===== src/rtl/accum_pkg.sv =====
package accum_pkg;

  typedef enum logic [2:0] {
    ST_FETCH_OP,
    ST_FETCH_W1,
    ST_FETCH_W2,
    ST_DEREF1,
    ST_DEREF2,
    ST_EXEC,
    ST_HALT
  } seq_state_e;

  typedef enum logic [2:0] {
    K_ADD_IMM,
    K_ADD_DIR,
    K_ADD_IND,
    K_ADD_IDX,
    K_JMP_ABS,
    K_JMP_REL,
    K_BAD
  } op_kind_e;

  localparam int unsigned OPC_ADD_DIR = 40;
  localparam int unsigned OPC_ADD_IMM = 41;
  localparam int unsigned OPC_ADD_IND = 42;
  localparam int unsigned OPC_ADD_IDX = 43;
  localparam int unsigned OPC_JMP_ABS = 70;
  localparam int unsigned OPC_JMP_REL = 167;

  function automatic logic is_add(op_kind_e k);
    return (k == K_ADD_IMM) || (k == K_ADD_DIR) || (k == K_ADD_IND) || (k == K_ADD_IDX);
  endfunction

  function automatic logic is_jump(op_kind_e k);
    return (k == K_JMP_ABS) || (k == K_JMP_REL);
  endfunction

endpackage


===== src/rtl/accum_decode.sv =====
module accum_decode #(
  parameter int DATA_W = 16
) (
  input  logic [DATA_W-1:0]   word,
  output accum_pkg::op_kind_e kind
);
  import accum_pkg::*;

  always_comb begin
    if      (word == DATA_W'(OPC_ADD_IMM)) kind = K_ADD_IMM;
    else if (word == DATA_W'(OPC_ADD_DIR)) kind = K_ADD_DIR;
    else if (word == DATA_W'(OPC_ADD_IND)) kind = K_ADD_IND;
    else if (word == DATA_W'(OPC_ADD_IDX)) kind = K_ADD_IDX;
    else if (word == DATA_W'(OPC_JMP_ABS)) kind = K_JMP_ABS;
    else if (word == DATA_W'(OPC_JMP_REL)) kind = K_JMP_REL;
    else                                   kind = K_BAD;
  end

endmodule


===== src/rtl/accum_agu.sv =====
module accum_agu #(
  parameter int DATA_W = 16,
  parameter int ADDR_W = 8
) (
  input  accum_pkg::seq_state_e state,
  input  accum_pkg::op_kind_e   kind,
  input  logic [ADDR_W-1:0]     pc_q,
  input  logic [DATA_W-1:0]     base_q,
  input  logic [DATA_W-1:0]     rdata,
  output logic                  rd_en,
  output logic [ADDR_W-1:0]     rd_addr,
  output logic [ADDR_W-1:0]     next_pc
);
  import accum_pkg::*;

  localparam logic [ADDR_W-1:0] STEP1 = ADDR_W'(1);
  localparam logic [ADDR_W-1:0] STEP2 = ADDR_W'(2);
  localparam logic [ADDR_W-1:0] STEP3 = ADDR_W'(3);

  // Read address: sequence position decides how the word is interpreted.
  always_comb begin
    rd_en   = 1'b1;
    rd_addr = pc_q;
    unique case (state)
      ST_FETCH_OP: rd_addr = pc_q;
      ST_FETCH_W1: rd_addr = pc_q + STEP1;
      ST_FETCH_W2: rd_addr = pc_q + STEP2;
      ST_DEREF1:   rd_addr = ADDR_W'(rdata);
      ST_DEREF2:   rd_addr = (kind == K_ADD_IDX) ? ADDR_W'(base_q + rdata) : ADDR_W'(rdata);
      default: begin
        rd_en   = 1'b0;
        rd_addr = pc_q;
      end
    endcase
  end

  // Program counter after the instruction; rdata holds the final word in EXEC.
  always_comb begin
    unique case (kind)
      K_ADD_IMM, K_ADD_DIR, K_ADD_IND: next_pc = pc_q + STEP2;
      K_ADD_IDX:                       next_pc = pc_q + STEP3;
      K_JMP_ABS:                       next_pc = ADDR_W'(rdata);
      K_JMP_REL:                       next_pc = pc_q + STEP1 + ADDR_W'(rdata);
      default:                         next_pc = pc_q;
    endcase
  end

endmodule


===== src/rtl/accum_seq.sv =====
module accum_seq #(
  parameter int DATA_W = 16
) (
  input  logic                  clk,
  input  logic                  rst_n,
  input  logic [DATA_W-1:0]     rdata,
  input  accum_pkg::op_kind_e   dec_kind,
  output accum_pkg::seq_state_e state,
  output accum_pkg::op_kind_e   kind_q,
  output logic [DATA_W-1:0]     base_q,
  output logic                  done,
  output logic                  halted
);
  import accum_pkg::*;

  seq_state_e state_d;

  always_comb begin
    state_d = state;
    unique case (state)
      ST_FETCH_OP: state_d = ST_FETCH_W1;
      ST_FETCH_W1: begin
        unique case (dec_kind)
          K_BAD:                           state_d = ST_HALT;
          K_ADD_IDX:                       state_d = ST_FETCH_W2;
          K_ADD_DIR, K_ADD_IND:            state_d = ST_DEREF1;
          default:                         state_d = ST_EXEC;
        endcase
      end
      ST_FETCH_W2: state_d = ST_DEREF1;
      ST_DEREF1:   state_d = (kind_q == K_ADD_DIR) ? ST_EXEC : ST_DEREF2;
      ST_DEREF2:   state_d = ST_EXEC;
      ST_EXEC:     state_d = ST_FETCH_OP;
      default:     state_d = ST_HALT;
    endcase
  end

  always_ff @(posedge clk) begin
    if (!rst_n) begin
      state  <= ST_FETCH_OP;
      kind_q <= K_ADD_IMM;
      base_q <= '0;
    end else begin
      state <= state_d;
      if (state == ST_FETCH_W1) kind_q <= dec_kind;
      if (state == ST_FETCH_W2) base_q <= rdata;
    end
  end

  assign done   = (state == ST_EXEC);
  assign halted = (state == ST_HALT);

  AST_DONE_SINGLE: assert property (@(posedge clk) disable iff (!rst_n)
    done |=> !done) else $error("done longer than one cycle");

  AST_HALT_STICKY: assert property (@(posedge clk) disable iff (!rst_n)
    halted |=> halted) else $error("halt left without reset");

  AST_BAD_OPCODE_HALTS: assert property (@(posedge clk) disable iff (!rst_n)
    (state == ST_FETCH_W1 && dec_kind == K_BAD) |=> halted) else $error("bad opcode ran");

  AST_IMM_SHORT: assert property (@(posedge clk) disable iff (!rst_n)
    (state == ST_FETCH_W1 && dec_kind == K_ADD_IMM) |=> done) else $error("immediate made data read");

endmodule


===== src/rtl/accum_core.sv =====
module accum_core #(
  parameter int DATA_W   = 16,
  parameter int ADDR_W   = 8,
  parameter int RESET_PC = 0
) (
  input  logic              clk,
  input  logic              rst_n,
  output logic              mem_rd_en,
  output logic [ADDR_W-1:0] mem_addr,
  input  logic [DATA_W-1:0] mem_rdata,
  output logic [DATA_W-1:0] acc,
  output logic [ADDR_W-1:0] pc,
  output logic              done,
  output logic              halted
);
  import accum_pkg::*;

  localparam logic [ADDR_W-1:0] PC_INIT = ADDR_W'(RESET_PC);

  seq_state_e        state;
  op_kind_e          dec_kind;
  op_kind_e          kind_q;
  logic [DATA_W-1:0] base_q;
  logic [DATA_W-1:0] acc_q;
  logic [ADDR_W-1:0] pc_q;
  logic [ADDR_W-1:0] next_pc;

  accum_decode #(.DATA_W(DATA_W)) u_dec (
    .word (mem_rdata),
    .kind (dec_kind)
  );

  accum_seq #(.DATA_W(DATA_W)) u_seq (
    .clk      (clk),
    .rst_n    (rst_n),
    .rdata    (mem_rdata),
    .dec_kind (dec_kind),
    .state    (state),
    .kind_q   (kind_q),
    .base_q   (base_q),
    .done     (done),
    .halted   (halted)
  );

  accum_agu #(.DATA_W(DATA_W), .ADDR_W(ADDR_W)) u_agu (
    .state   (state),
    .kind    (kind_q),
    .pc_q    (pc_q),
    .base_q  (base_q),
    .rdata   (mem_rdata),
    .rd_en   (mem_rd_en),
    .rd_addr (mem_addr),
    .next_pc (next_pc)
  );

  always_ff @(posedge clk) begin
    if (!rst_n) begin
      acc_q <= '0;
      pc_q  <= PC_INIT;
    end else if (state == ST_EXEC) begin
      pc_q <= next_pc;
      if (is_add(kind_q)) acc_q <= acc_q + mem_rdata;
    end
  end

  assign acc = acc_q;
  assign pc  = pc_q;

  AST_ACC_ON_DONE: assert property (@(posedge clk) disable iff (!rst_n)
    !$stable(acc_q) |-> $past(done)) else $error("acc moved mid-instruction");

  AST_PC_ON_DONE: assert property (@(posedge clk) disable iff (!rst_n)
    !$stable(pc_q) |-> $past(done)) else $error("pc moved mid-instruction");

  AST_JUMP_KEEPS_ACC: assert property (@(posedge clk) disable iff (!rst_n)
    (done && is_jump(kind_q)) |=> $stable(acc_q)) else $error("branch touched acc");

  AST_HALT_SILENT: assert property (@(posedge clk) disable iff (!rst_n)
    halted |-> (!mem_rd_en && !done)) else $error("halted core active");

  AST_FETCH_AFTER_DONE: assert property (@(posedge clk) disable iff (!rst_n)
    done |=> (mem_rd_en && mem_addr == pc_q)) else $error("next fetch misplaced");

endmodule


===== config.mk =====
export PLATFORM = sky130hd
export DESIGN_NAME = accum_core
export DESIGN_NICKNAME = d
export VERILOG_FILES = /design/src/rtl/accum_pkg.sv /design/src/rtl/accum_decode.sv /design/src/rtl/accum_agu.sv /design/src/rtl/accum_seq.sv /design/src/rtl/accum_core.sv
export SDC_FILE = /design/constraint.sdc
export NUM_CORES = 1
export LEC_CHECK = 0
export BUFFER_PORTS_ARGS = -buffer_cell sky130_fd_sc_hd__clkbuf_2
export CORE_MARGIN = 2
export CORE_UTILIZATION = 54
export DETAILED_ROUTE_END_ITERATION = 8
export GPL_ROUTABILITY_DRIVEN = 1
export GPL_TIMING_DRIVEN = 0
export PLACE_DENSITY = 0.78
export SLEW_MARGIN = 25
export SYNTH_ARGS = -nofsm -noshare
export SYNTH_HDL_FRONTEND = slang
export SYNTH_SLANG_ARGS = --single-unit

===== constraint.sdc =====
create_clock -name clk -period 3.1 [get_ports clk]
set_clock_uncertainty 0.05 [all_clocks]
set_input_delay 0.93 -clock clk [delete_from_list [all_inputs] [get_ports clk]]
set_output_delay 0.93 -clock clk [all_outputs]
set_load 0.02 [all_outputs]

# Yosys cells after proc, flatten, opt, wreduce, memory -nomap -nowiden
# Cells that the tools add are included.
# word_totals
out_inout_bits	35
in_bits	18
register_bits	38
# classes
muxes	13
reduce_logical	11
addsub	6
eq_ne	21
# op_table
op	count
equality test 16 x 6 -> 1 bit (second input constant)	4
one-hot mux 8 bit (4 select lines)	2
equality test 3 x 2 -> 1 bit (second input constant)	6
equality test 3 bit (second input constant)	6
one-hot mux 3 bit (6 select lines)	1
adder 16 bit	1
adder 8 x 2 -> 8 bit (second input constant)	2
adder 8 bit	2
equality test 16 x 7 -> 1 bit (second input constant)	1
equality test 16 x 8 -> 1 bit (second input constant)	1
2-to-1 mux 3 bit	5
equality test 3 x 1 -> 1 bit (second input constant)	3
one-hot mux 3 bit (3 select lines)	1
adder 8 x 1 -> 8 bit (second input constant)	1
2-to-1 mux 8 bit	1
logical NOT 3 bit	2
OR reduction 5 bit	1
AND reduction 2 bit	2
nonzero test 4 bit	1
logical OR 1 bit	3
OR reduction 3 bit	1
2-to-1 mux 1 bit	2
2-to-1 mux 2 bit	1
OR reduction 2 bit	1

# Longest topological paths before layout
# depth
word_depth	11
ltp_mapped	11
mapped_depth_nobuf	11

# Modules after synthesis
# From an unflattened synthesis, not the netlist that was laid out.
# hier_totals
hier_cells	613
area_unflattened_um2	4702.0
# by_module_without_submodules
mod	n_inst	cells_each	area_each_um2
accum_agu	1	284	1863.0
accum_core	1	204	1773.0
accum_seq	1	105	917.1
accum_decode	1	20	148.9

# Worst setup path before layout
# No wires, ideal clock.
# synth_path
path_type	input-to-output
startpoint	input port mem_rdata[0]
endpoint	output port mem_addr[6]
t_arrival_ps	2416
required_time_ps	2120
stages	8
path_slack_ps	-296
path_cell_list	ha_1 -> fa_1 -> a21o_1 -> a21oi_1 -> o21ai_0 -> xor2_1 -> nand2_1 -> o211ai_1
# synth_via
elab_chain_len	3
# synth_lines
element	line_no	text
start: declaration	accum_core.sv:10	input logic [DATA_W-1:0] mem_rdata,
adder 8 bit	accum_agu.sv:29	ST_DEREF2: rd_addr = (kind == K_ADD_IDX) ? ADDR_W'(base_q + rdata) : ADDR_W'(rdata);
2-to-1 mux 8 bit	accum_agu.sv:29	
one-hot mux 8 bit (4 select lines)	accum_agu.sv:24	unique case (state)
end: declaration	accum_core.sv:9	output logic [ADDR_W-1:0] mem_addr,
# Every way passes these cells.

# Worst setup path after layout
# Same ends and word-level chain as after synthesis.

==> flow_metrics.tcl <==
set metrics [dict create \
    routed-via-count 4532 \
    asyncSetResetFlopFracSynth_pct 0 \
    fin_ws_ns -0.457 \
    detail_route.first_pass.iterations 5 \
    post-place-cells 684 \
    setup-tns-final_ns -2.05 \
    fill_cell_total_of_the_finished_layout 627 \
    status "complete, but fails checks" \
    tritoncts_clock_tree "yes" \
    row_count 31 \
    hold-path-cell-count 2 \
    final_layout_size_suffix_gt1_share_pct 19.0 \
    cp.arrival_ns 2.58 \
    report.final.slew_viol_count 0 \
    cts.reportedPaths.clkPinSlew_ns 0.07 \
    fraction_of_synthesized_cell_area_taken_by_the_top_area_cell_type_pct 19.0 \
    initial_core_util_pct 55.4 \
    gp_congestion 0.950 \
    number_of_flops_mapped_to_enable_cells_by_yosys 0 \
    largest_cells_by_area_after_synthesis "dfxtp_1 19%, ha_1 10%, a21oi_1 6.3%" \
    routedWlPerCell_um 19.0 \
    nNetsFinal 649 \
    required_arrival_time_at_the_worst_endpoint_ns 2.12 \
    die_h_um 90 \
    critPathCaptureType "output pin" \
    placement.setup.worst_slack_ns -0.629 \
    multi_input_area_um2 3140 \
    critical_path_class "input port to output pin" \
    layout_worst_path_cycle_share_pct 115 \
    synth.ff_latch_count 38 \
    slowest_stage "fa_2" \
    grt.total_usage_pct 30.9 \
    reg2regPathDepth 10 \
    ctsHoldBuffers 0 \
    hold_path_class "register to register" \
    core-area_um2 7210 \
    synth.lib_cells_used.distinct 72 \
    max-slew-margin-rel_pct 42.6 \
    syn2layout_area_growth_pct 18.5 \
    route.antenna.remaining_nets 0 \
    min_tclk_post_route_ns 3.56 \
    cellPowerDensity_nw_per_um2 332 \
    crit_fanout 2 \
    final_wirelength_mm 13.2 \
    stdcell_area_um2 4730 \
    drc 0 \
    grt_pass1_vias 4195 \
    p_leak_nw 1.90 \
    worst_r2r_src "pc[0]" \
    synth_top_area_cell "dfxtp_1" \
    instances_no_fill 695 \
    cap_violations 0 \
    viasPerCell 6.52 \
    num_antenna_cells 0 \
    worst_ir_drop_on_vdd_v 0.000297 \
    die_w_um 90 \
    grt_first_pass_wirelength_mm 20.6 \
    worst_pin_slew_ns 0.857 \
    avgSynthCellArea_um2 7.49 \
    cts_htree_levels 2 \
    portBuffers 52 \
    dr.first_iter.drc_count 448 \
    number_of_sinks_driven_by_the_clock_tree 38 \
    antenna_violations_before_repair 0 \
    max_stage_delay_ns 0.34 \
    path_cells "clkbuf_16 -> ha_4 -> fa_2 -> a21o_1 -> a21oi_2 -> o21ai_1 -> xor2_1 -> nand2_1 -> o211ai_1 -> buf_4" \
    setup_violations 6 \
    grt_start_max_net_pins 12 \
    design.die.area_um2 8100 \
    post-dp-hpwl_mm 9.42 \
    dpl-instance-area_um2 4400 \
    root_buffer_cell "clkbuf_8" \
    ys_seq_area_share_pct 19.0 \
    dominantRegCellSynth "dfxtp_1" \
    finalHoldViolations 0 \
    cts_inserted_buffers 5 \
    cp-start-kind "input port" \
    synth-warning-count 0 \
    grt_setup_unrepaired "true" \
    io_pins 53 \
    failed_checks "setup timing" \
    fmax_mhz 281 \
    netlist_area_pre_place_um2 3990 \
    final.hold.worst_slack_ns 0.430 \
    regArea_um2 764 \
    synth_instances 533 \
    worstSetupStartpoint "mem_rdata[0]" \
    cts-root-to-sink-buffers 2 \
    synth.net_count 587 \
    timing.hold.worst.start "acc[0]" \
    globalRoute.totalOverflow 0 \
    clk-insertion-delay-late_ns 0.31 \
]
## stage by stage
step / total power, mW / utilization (%)
global placement: 1.07 / 61.0
CTS: 1.52 / 63.6
floorplan: 0.919 / -
global route: 1.64 / 65.6
finish: 1.57 / 65.6
detailed placement: 1.08 / 61.0
## per-layer routing
layer | global-route usage [%] | part of all wire, % | vias up | wire (um)
met5 | 0 | 0 | - | 0
li1 | - | - | 2107 | -
met3 | 5.78 | 9.7 | 46 | 1280
met2 | 49.3 | 47 | 270 | 6130
met4 | 13.3 | 3.6 | 0 | 468
met1 | 40.7 | 40 | 2109 | 5300
## worst max-delay path: cells and delay by family
family,cells,cell delay (ns)
AOI/OAI and AO/OA,4,0.58
adders and majority gates,2,0.49
buffers and inverters,2,0.31
xor gates and xnor gates,1,0.16
and+or+nand+nor,1,0.10
## cells in the mapped netlist (4+ instances only)
library cell,instances
nand2_1,49
dfxtp_1,38
nand2b_1,9
a21oi_1,50
clkbuf_1,23
nand3_1,19
nor4_1,6
nor3b_1,4
ha_1,33
mux2i_1,12
xnor2_1,13
o21ai_0,22
o21ai_1,11
and3_1,5
o211ai_1,7
clkbuf_8,5
or3_1,5
nand4_1,6
a31oi_1,6
a21o_1,9
nor2b_1,8
o22ai_1,7
a221oi_1,5
o31ai_1,5
xor2_1,12
nor2_1,52
o21a_1,7
inv_1,17
nor3_1,13
a211oi_1,11
## sequential cells by signal, indices dropped and copies added, names as in the netlist
register / flops
u_seq.base_q: 8
acc: 16
u_seq.state: 3
u_seq.kind_q: 3
pc: 8
## cells in the final DEF (no fill, tap or decap), types with 13 or more instances in the layout
cell type | synthesis | layout
o21ai_0 | 22 | 19
nor3_1 | 13 | 13
nand2_1 | 49 | 49
inv_1 | 17 | 17
dfxtp_1 | 38 | 37
nand3_1 | 19 | 19
clkbuf_1 | 23 | 17
clkbuf_2 | 1 | 44
ha_1 | 33 | 28
nor2_1 | 52 | 50
a21oi_1 | 50 | 45
## cell families (layout without fill, tap and decap cells)
| group | Yosys count | count (layout) | synth area share (%) |
|---|---|---|---|
| xor+xnor | 25 | 25 | 5.48 |
| fa+ha+maj | 36 | 36 | 11.8 |
| mux | 13 | 13 | 3.29 |
| simple gates | 195 | 195 | 25.0 |
| compound gates | 176 | 176 | 29.4 |
| buf+inv | 50 | 113 | 5.98 |
| flops | 38 | 38 | 19.0 |
## final timing paths
kind,end,slack (ns)
max,mem_addr[6],-0.46
min,acc[0],0.43
max reg2reg,pc[7],0.12
min reg2reg,acc[0],0.43
## timing repair
action,in CTS,in global routing
buffers inserted,2,3
pin swaps,8,16
setup endpoints to repair,9,11
gates resized for setup,16,47
## cell type report
| class | instances | area share, % |
|---|---|---|
| Clock inverter | 1 | 0.634 |
| Sequential cell | 38 | 16.1 |
| Inverter | 19 | 1.51 |
| Tap cell | 99 | 2.62 |
| Clock buffer | 7 | 1.61 |
| Multi-Input combinational cell | 445 | 66.3 |
| Buffer | 29 | 3.65 |
| Timing Repair Buffer | 57 | 7.56 |
## power breakdown
group          total, mW  switching, mW  internal [mW]
logic              0.593          0.359          0.233
clock network      0.439          0.198          0.241
registers          0.538         0.0277          0.510
total               1.57          0.585          0.985
(Power assumes the default switching activity.)
